### config.mk
export PLATFORM = sky130hd
export DESIGN_NAME = log2_est
export DESIGN_NICKNAME = d
export VERILOG_FILES = /design/src/rtl/log2e_pkg.sv /design/src/rtl/log2e_unpack.sv /design/src/rtl/log2e_reduce.sv /design/src/rtl/log2e_pack.sv /design/src/rtl/log2_est.sv
export SDC_FILE = /design/constraint.sdc
export NUM_CORES = 2
export LEC_CHECK = 0
export BUFFER_PORTS_ARGS = -buffer_cell sky130_fd_sc_hd__buf_2
export CELL_PAD_IN_SITES_DETAIL_PLACEMENT = 1
export CELL_PAD_IN_SITES_GLOBAL_PLACEMENT = 1
export CORE_ASPECT_RATIO = 1.4
export CORE_MARGIN = 2
export CORE_UTILIZATION = 40
export DETAILED_ROUTE_END_ITERATION = 10
export GPL_ROUTABILITY_DRIVEN = 0
export PLACE_DENSITY = 0.65
export SLEW_MARGIN = 20
export SYNTH_ARGS = -nofsm -noshare
export SYNTH_HDL_FRONTEND = slang
export SYNTH_HIERARCHICAL = 1
export SYNTH_SLANG_ARGS = --single-unit
export TNS_END_PERCENT = 50
### constraint.sdc
create_clock -name clk -period 53.6 [get_ports clk]
set_input_delay 2.68 -clock clk [delete_from_list [all_inputs] [get_ports clk]]
set_output_delay 2.68 -clock clk [all_outputs]
set_load 0.05 [all_outputs]
### src/rtl/log2e_pkg.sv
package log2e_pkg;

    localparam logic [31:0] ONE_MANT = 32'h0080_0000;
    localparam logic [31:0] LIN_COEF = 32'hB0C7_CD3A;
    localparam logic [31:0] NEG_INF  = 32'hFF80_0000;
    localparam logic [31:0] QNAN_BIT = 32'h0040_0000;
    localparam int          MAX_STEPS = 3;

    typedef struct packed {
        logic        special;
        logic [31:0] spec_val;
        logic [31:0] fixed;
    } stage1_t;

    function automatic logic [31:0] step_thresh(input int k);
        case (k)
            0:       return 32'h00B5_04F3;
            1:       return 32'h0098_37F0;
            default: return 32'h008B_95C2;
        endcase
    endfunction

    function automatic logic [31:0] step_mult(input int k);
        case (k)
            0:       return 32'hB504_F334;
            1:       return 32'hD744_FCCB;
            default: return 32'hEAC0_C6E8;
        endcase
    endfunction

    function automatic logic [31:0] mul_hi(input logic [31:0] a, input logic [31:0] b);
        logic [63:0] p;
        p = {32'd0, a} * {32'd0, b};
        return p[63:32];
    endfunction

    function automatic logic [5:0] clz32(input logic [31:0] v);
        logic [5:0] n;
        logic       seen;
        n    = 6'd0;
        seen = 1'b0;
        for (int i = 31; i >= 0; i--) begin
            if (v[i]) seen = 1'b1;
            if (!seen) n = n + 6'd1;
        end
        return n;
    endfunction

endpackage

### src/rtl/log2e_unpack.sv
module log2e_unpack
    import log2e_pkg::*;
(
    input  logic [31:0] x,
    output logic        special,
    output logic [31:0] spec_val,
    output logic [31:0] norm_mant,
    output logic [31:0] fixed_init
);
    logic [7:0]  e;
    logic [22:0] f;
    logic [5:0]  lz;

    always_comb begin
        e          = x[30:23];
        f          = x[22:0];
        lz         = clz32({9'd0, f});
        special    = 1'b0;
        spec_val   = 32'd0;
        norm_mant  = {8'd0, 1'b1, f};
        fixed_init = ({24'd0, e} - 32'd127) << 23;
        if (e == 8'hFF) begin
            special  = 1'b1;
            spec_val = (f != 23'd0) ? (x | QNAN_BIT) : x;
        end else if (e == 8'd0) begin
            if (f == 23'd0) begin
                special  = 1'b1;
                spec_val = NEG_INF;
            end
            // denormal: bring the leading one up to bit 23
            norm_mant  = {9'd0, f} << (lz - 6'd8);
            fixed_init = (32'd0 - (32'd118 + {26'd0, lz})) << 23;
        end
    end
endmodule

### src/rtl/log2e_reduce.sv
module log2e_reduce
    import log2e_pkg::*;
#(
    parameter int STEPS = 3
) (
    input  logic [31:0] mant_in,
    input  logic [31:0] fixed_in,
    output logic [31:0] mant_out,
    output logic [31:0] fixed_out
);
    logic [31:0] m_c [STEPS+1];
    logic [31:0] f_c [STEPS+1];
    logic [31:0] lin;

    assign m_c[0] = mant_in;
    assign f_c[0] = fixed_in;

    for (genvar k = 0; k < STEPS; k++) begin : g_step
        logic hit;
        assign hit        = (m_c[k] >= step_thresh(k));
        assign m_c[k+1]   = hit ? mul_hi(m_c[k], step_mult(k)) : m_c[k];
        assign f_c[k+1]   = hit ? (f_c[k] | (32'h0040_0000 >> k)) : f_c[k];
    end

    always_comb begin
        lin = 32'd0;
        if (m_c[STEPS] > ONE_MANT)
            lin = mul_hi((m_c[STEPS] - ONE_MANT) << 1, LIN_COEF);
    end

    assign mant_out  = m_c[STEPS];
    assign fixed_out = f_c[STEPS] + lin;
endmodule

### src/rtl/log2e_pack.sv
module log2e_pack
    import log2e_pkg::*;
(
    input  logic [31:0] fixed,
    output logic [31:0] res
);
    logic        sign;
    logic [31:0] mag;
    logic [31:0] shifted;
    logic [5:0]  lz;
    logic [7:0]  ebias;

    always_comb begin
        sign    = fixed[31];
        mag     = sign ? (32'd0 - fixed) : fixed;
        lz      = clz32(mag);
        shifted = (lz < 6'd8) ? (mag >> (6'd8 - lz)) : (mag << (lz - 6'd8));
        ebias   = 8'd134 - {2'd0, lz};
        if (fixed == 32'd0)
            res = 32'd0;
        else
            res = {sign, 31'd0} + {1'b0, ebias, 23'd0} + shifted;
    end
endmodule

### src/rtl/log2_est.sv
module log2_est
    import log2e_pkg::*;
#(
    parameter int RED_STEPS = MAX_STEPS
) (
    input  logic        clk,
    input  logic        rst,
    input  logic        in_valid,
    input  logic [31:0] in_data,
    output logic        out_valid,
    output logic [31:0] out_data
);
    logic        u_special;
    logic [31:0] u_spec_val, u_mant, u_fixed;
    logic [31:0] r_mant, r_fixed;
    logic [31:0] p_res;
    stage1_t     s1;
    logic        v1;

    log2e_unpack u_unpack (
        .x(in_data), .special(u_special), .spec_val(u_spec_val),
        .norm_mant(u_mant), .fixed_init(u_fixed)
    );

    log2e_reduce #(.STEPS(RED_STEPS)) u_reduce (
        .mant_in(u_mant), .fixed_in(u_fixed),
        .mant_out(r_mant), .fixed_out(r_fixed)
    );

    log2e_pack u_pack (.fixed(s1.fixed), .res(p_res));

    always_ff @(posedge clk) begin
        if (rst) begin
            v1        <= 1'b0;
            s1        <= '0;
            out_valid <= 1'b0;
            out_data  <= 32'd0;
        end else begin
            v1        <= in_valid;
            out_valid <= v1;
            if (in_valid)
                s1 <= '{special: u_special, spec_val: u_spec_val, fixed: r_fixed};
            if (v1)
                out_data <= s1.special ? s1.spec_val : p_res;
        end
    end

    AST_NAN_QUIET: assert property (@(posedge clk) disable iff (rst)
        in_valid && in_data[30:23] == 8'hFF && in_data[22:0] != 23'd0
        |=> s1.special && s1.spec_val[22] && s1.spec_val[30:23] == 8'hFF);
    AST_ZERO_NEG_INF: assert property (@(posedge clk) disable iff (rst)
        in_valid && in_data[30:0] == 31'd0
        |=> s1.special && s1.spec_val == NEG_INF);
    AST_DENORM_NEG: assert property (@(posedge clk) disable iff (rst)
        in_valid && in_data[30:23] == 8'd0 && in_data[22:0] != 23'd0
        |=> !s1.special && s1.fixed[31]);
    AST_REDUCE_SHRINK: assert property (@(posedge clk) disable iff (rst)
        in_valid && !u_special |-> r_mant <= u_mant);
    AST_SIGN_KEEP: assert property (@(posedge clk) disable iff (rst)
        v1 && !s1.special && s1.fixed != 32'd0
        |=> out_data[31] == $past(s1.fixed[31]));
    AST_ZERO_FIXED: assert property (@(posedge clk) disable iff (rst)
        v1 && !s1.special && s1.fixed == 32'd0 |=> out_data == 32'd0);
    AST_LATENCY: assert property (@(posedge clk) disable iff (rst)
        in_valid |=> v1 |=> out_valid);
    AST_HOLD: assert property (@(posedge clk) disable iff (rst)
        !v1 |=> !out_valid && $stable(out_data));
    AST_RESET_CLEAR: assert property (@(posedge clk)
        rst |=> !out_valid && out_data == 32'd0);
endmodule

==> results.cfg <==
[cts]
cts-buffers-inserted = 9
clk_pin_slew_worst_paths_ns = 0.08
cts_tree = done
clockRootBuffer = clkbuf_16
clock_insertion_delay_worst_skew_ns = 0.37
clock-sinks = 99
cts_buffer_depth = 2
htree_levels = 3

[global_route]
number_of_global_route_vias_before_repair = 76100
grt_start_max_net_pins = 90
gr-usage-all-layers_pct = 27.0
number_of_antenna_violations_at_the_first_check_in_global_routing = 2
grt_pass1_wl_um = 454000
grt_overflow = 0

[sta]
worst_clock_skew_ns = 0.0138
grt_setup_unrepaired = false
timing.fmax_ghz = 0.0196
final_period_minus_worst_setup_slack_ns = 50.94
final-setup-viol-count = 0
tightest_slew_margin_relative_to_the_limit_pct = 22.0
worst_slew_pin_slew_ns = 1.15
tns_ns = 0
maxSlewViolCount = 0
number_of_endpoints_with_negative_hold_slack_in_the_final_report = 0
min_period_over_period_pct = 95.0

[setup_path]
start_kind = input port
cp_data_required_time_ns = 53.82
cpMostUsedCell = fa_1
critPathCaptureType = flip-flop
worst_path_largest_cell_delay_ns = 0.61
timing_worst_setup_path_type = in -> reg
critical_path_peak_fanout = 19
data_arrival_critical_path_ns = 51.15
critical_path_top_delay_cell = fa_1

[drt]
drtPass1Iterations = 5
routed_wl_um = 292000
routed_via_density = 5.39
first_iter_violations = 3042
route.vias.total = 65800
drc = 0
routed_wirelength_normalized_by_instance_count_um = 24.0
drt.antenna.violating_nets = 0

[floorplan]
cell_row_count = 201
start_util_pct = 40.2
die_w_um = 396
floorplan.die_area_um2 = 219000
die_h_um = 553
core_area_um2 = 214000
io-pin-count = 68

[cells_and_area]
fin_nets = 12600
drive_gt1_share_pct = 5.21
syn2layout_area_growth_pct = 5.41

[synth]
yosys_warnings = 6
synthesized_area_um2 = 86200
synth.avg_cell_area_um2 = 9.25
syn-instance-count = 9322

[flow_run]
cap_violations = 0

[hold_path]
hold_path.class = reg -> reg

[placed_design]
hpwl_um = 262000
numPortBuffers = 67

[outcome]
run_status = finished, final reports clean
==> path summary, 6_finish.rpt <==
kind	from	end	slack, ns	depth (start not counted)
max	in_data[20]	s1[31]$_SDFFE_PP0P_	2.66	195
min	out_data[20]$_SDFFE_PP0P_	out_data[20]$_SDFFE_PP0P_	0.48	2
max reg2reg	s1[0]$_SDFFE_PP0P_	out_data[31]$_SDFFE_PP0P_	20.82	130
min reg2reg	out_data[20]$_SDFFE_PP0P_	out_data[20]$_SDFFE_PP0P_	0.48	2
==> placed cells by master, fill, tap and decap left out, types with 21 or more instances in the layout <==
master       n
nand3_1     96
inv_1     2304
a21o_1     113
xnor2_1    206
nand2_1    429
o21a_1      64
ha_1      1682
o211ai_1    38
a211oi_1    90
buf_4      148
xor2_1     106
nand4_1     46
nor2_1     541
buf_2       65
a21boi_0    27
o22ai_1     34
o21ai_1     30
or3_1       21
conb_1      23
nor3_1     115
a21oi_1    283
nand2b_1    50
o31ai_1     23
dfxtp_1     96
mux2i_1    198
and3_1      58
mux2_2      43
fa_1      1545
nor2b_1     45
a31oi_1     40
and2_1      51
o21ai_0    229
==> critical path: cells and delay by family <==
| family | cells | cell delay (ns) |
|---|---|---|
| fa+ha+maj | 56 | 23.41 |
| compound gates | 59 | 13.58 |
| simple gates | 37 | 5.24 |
| buf+inv | 27 | 3.07 |
| xor+xnor | 9 | 1.79 |
| mux | 7 | 1.27 |
==> routing by layer <==
metal  vias up  wire length (µm)  track usage, %
met1     33800            111000            30.3
met3       623              7650            1.42
li1      29900                 -               -
met2      1356            156000            51.1
met4         0             18000            13.5
met5         -                 0               0
==> cell type report <==
class / instances / area [µm²]
Sequential cell: 99 / 1990
Timing Repair inverter: 1 / 5.00
Clock buffer: 9 / 225
Inverter: 2313 / 8690
Fill cell: 24900 / 123000
Antenna cell: 1 / 2.50
Timing Repair Buffer: 214 / 1450
Tap cell: 2842 / 3560
Multi-Input combinational cell: 6713 / 74900
Clock inverter: 7 / 80.1
==> registers in the layout, indices dropped and copies added, names as in the netlist <==
name       count
out_valid      1
s1            65
v1             1
out_data      32
==> metrics by stage <==
stage / area [µm²] / util, % / hold WS [ns] / cells / setup slack [ns]
4_1_cts: 90800 / 42.4 / 0.493 / 12200 / 0.562
3_3_place_gp: 90400 / 42.2 / 0.472 / 12200 / 0.628
6_report: 90900 / 42.4 / 0.484 / 12200 / 2.66
3_5_place_dp: 90400 / 42.2 / 0.483 / 12200 / 0.446
2_1_floorplan: 86300 / - / 0.458 / 9344 / 6.07
5_1_grt: 90900 / 42.4 / 0.522 / 12200 / 0.105
==> what timing repair did <==
| action | CTS | global route |
|---|---|---|
| hold buffers | 0 | 0 |
| endpoints found under the hold margin | 0 | 0 |
| gates resized for setup | 0 | 21 |
| setup buffers | 0 | 3 |
| setup endpoints to repair | 0 | 15 |
Power is not shown: default switching activity piles up to over one toggle a cycle in this logic, so the estimate is an artifact.
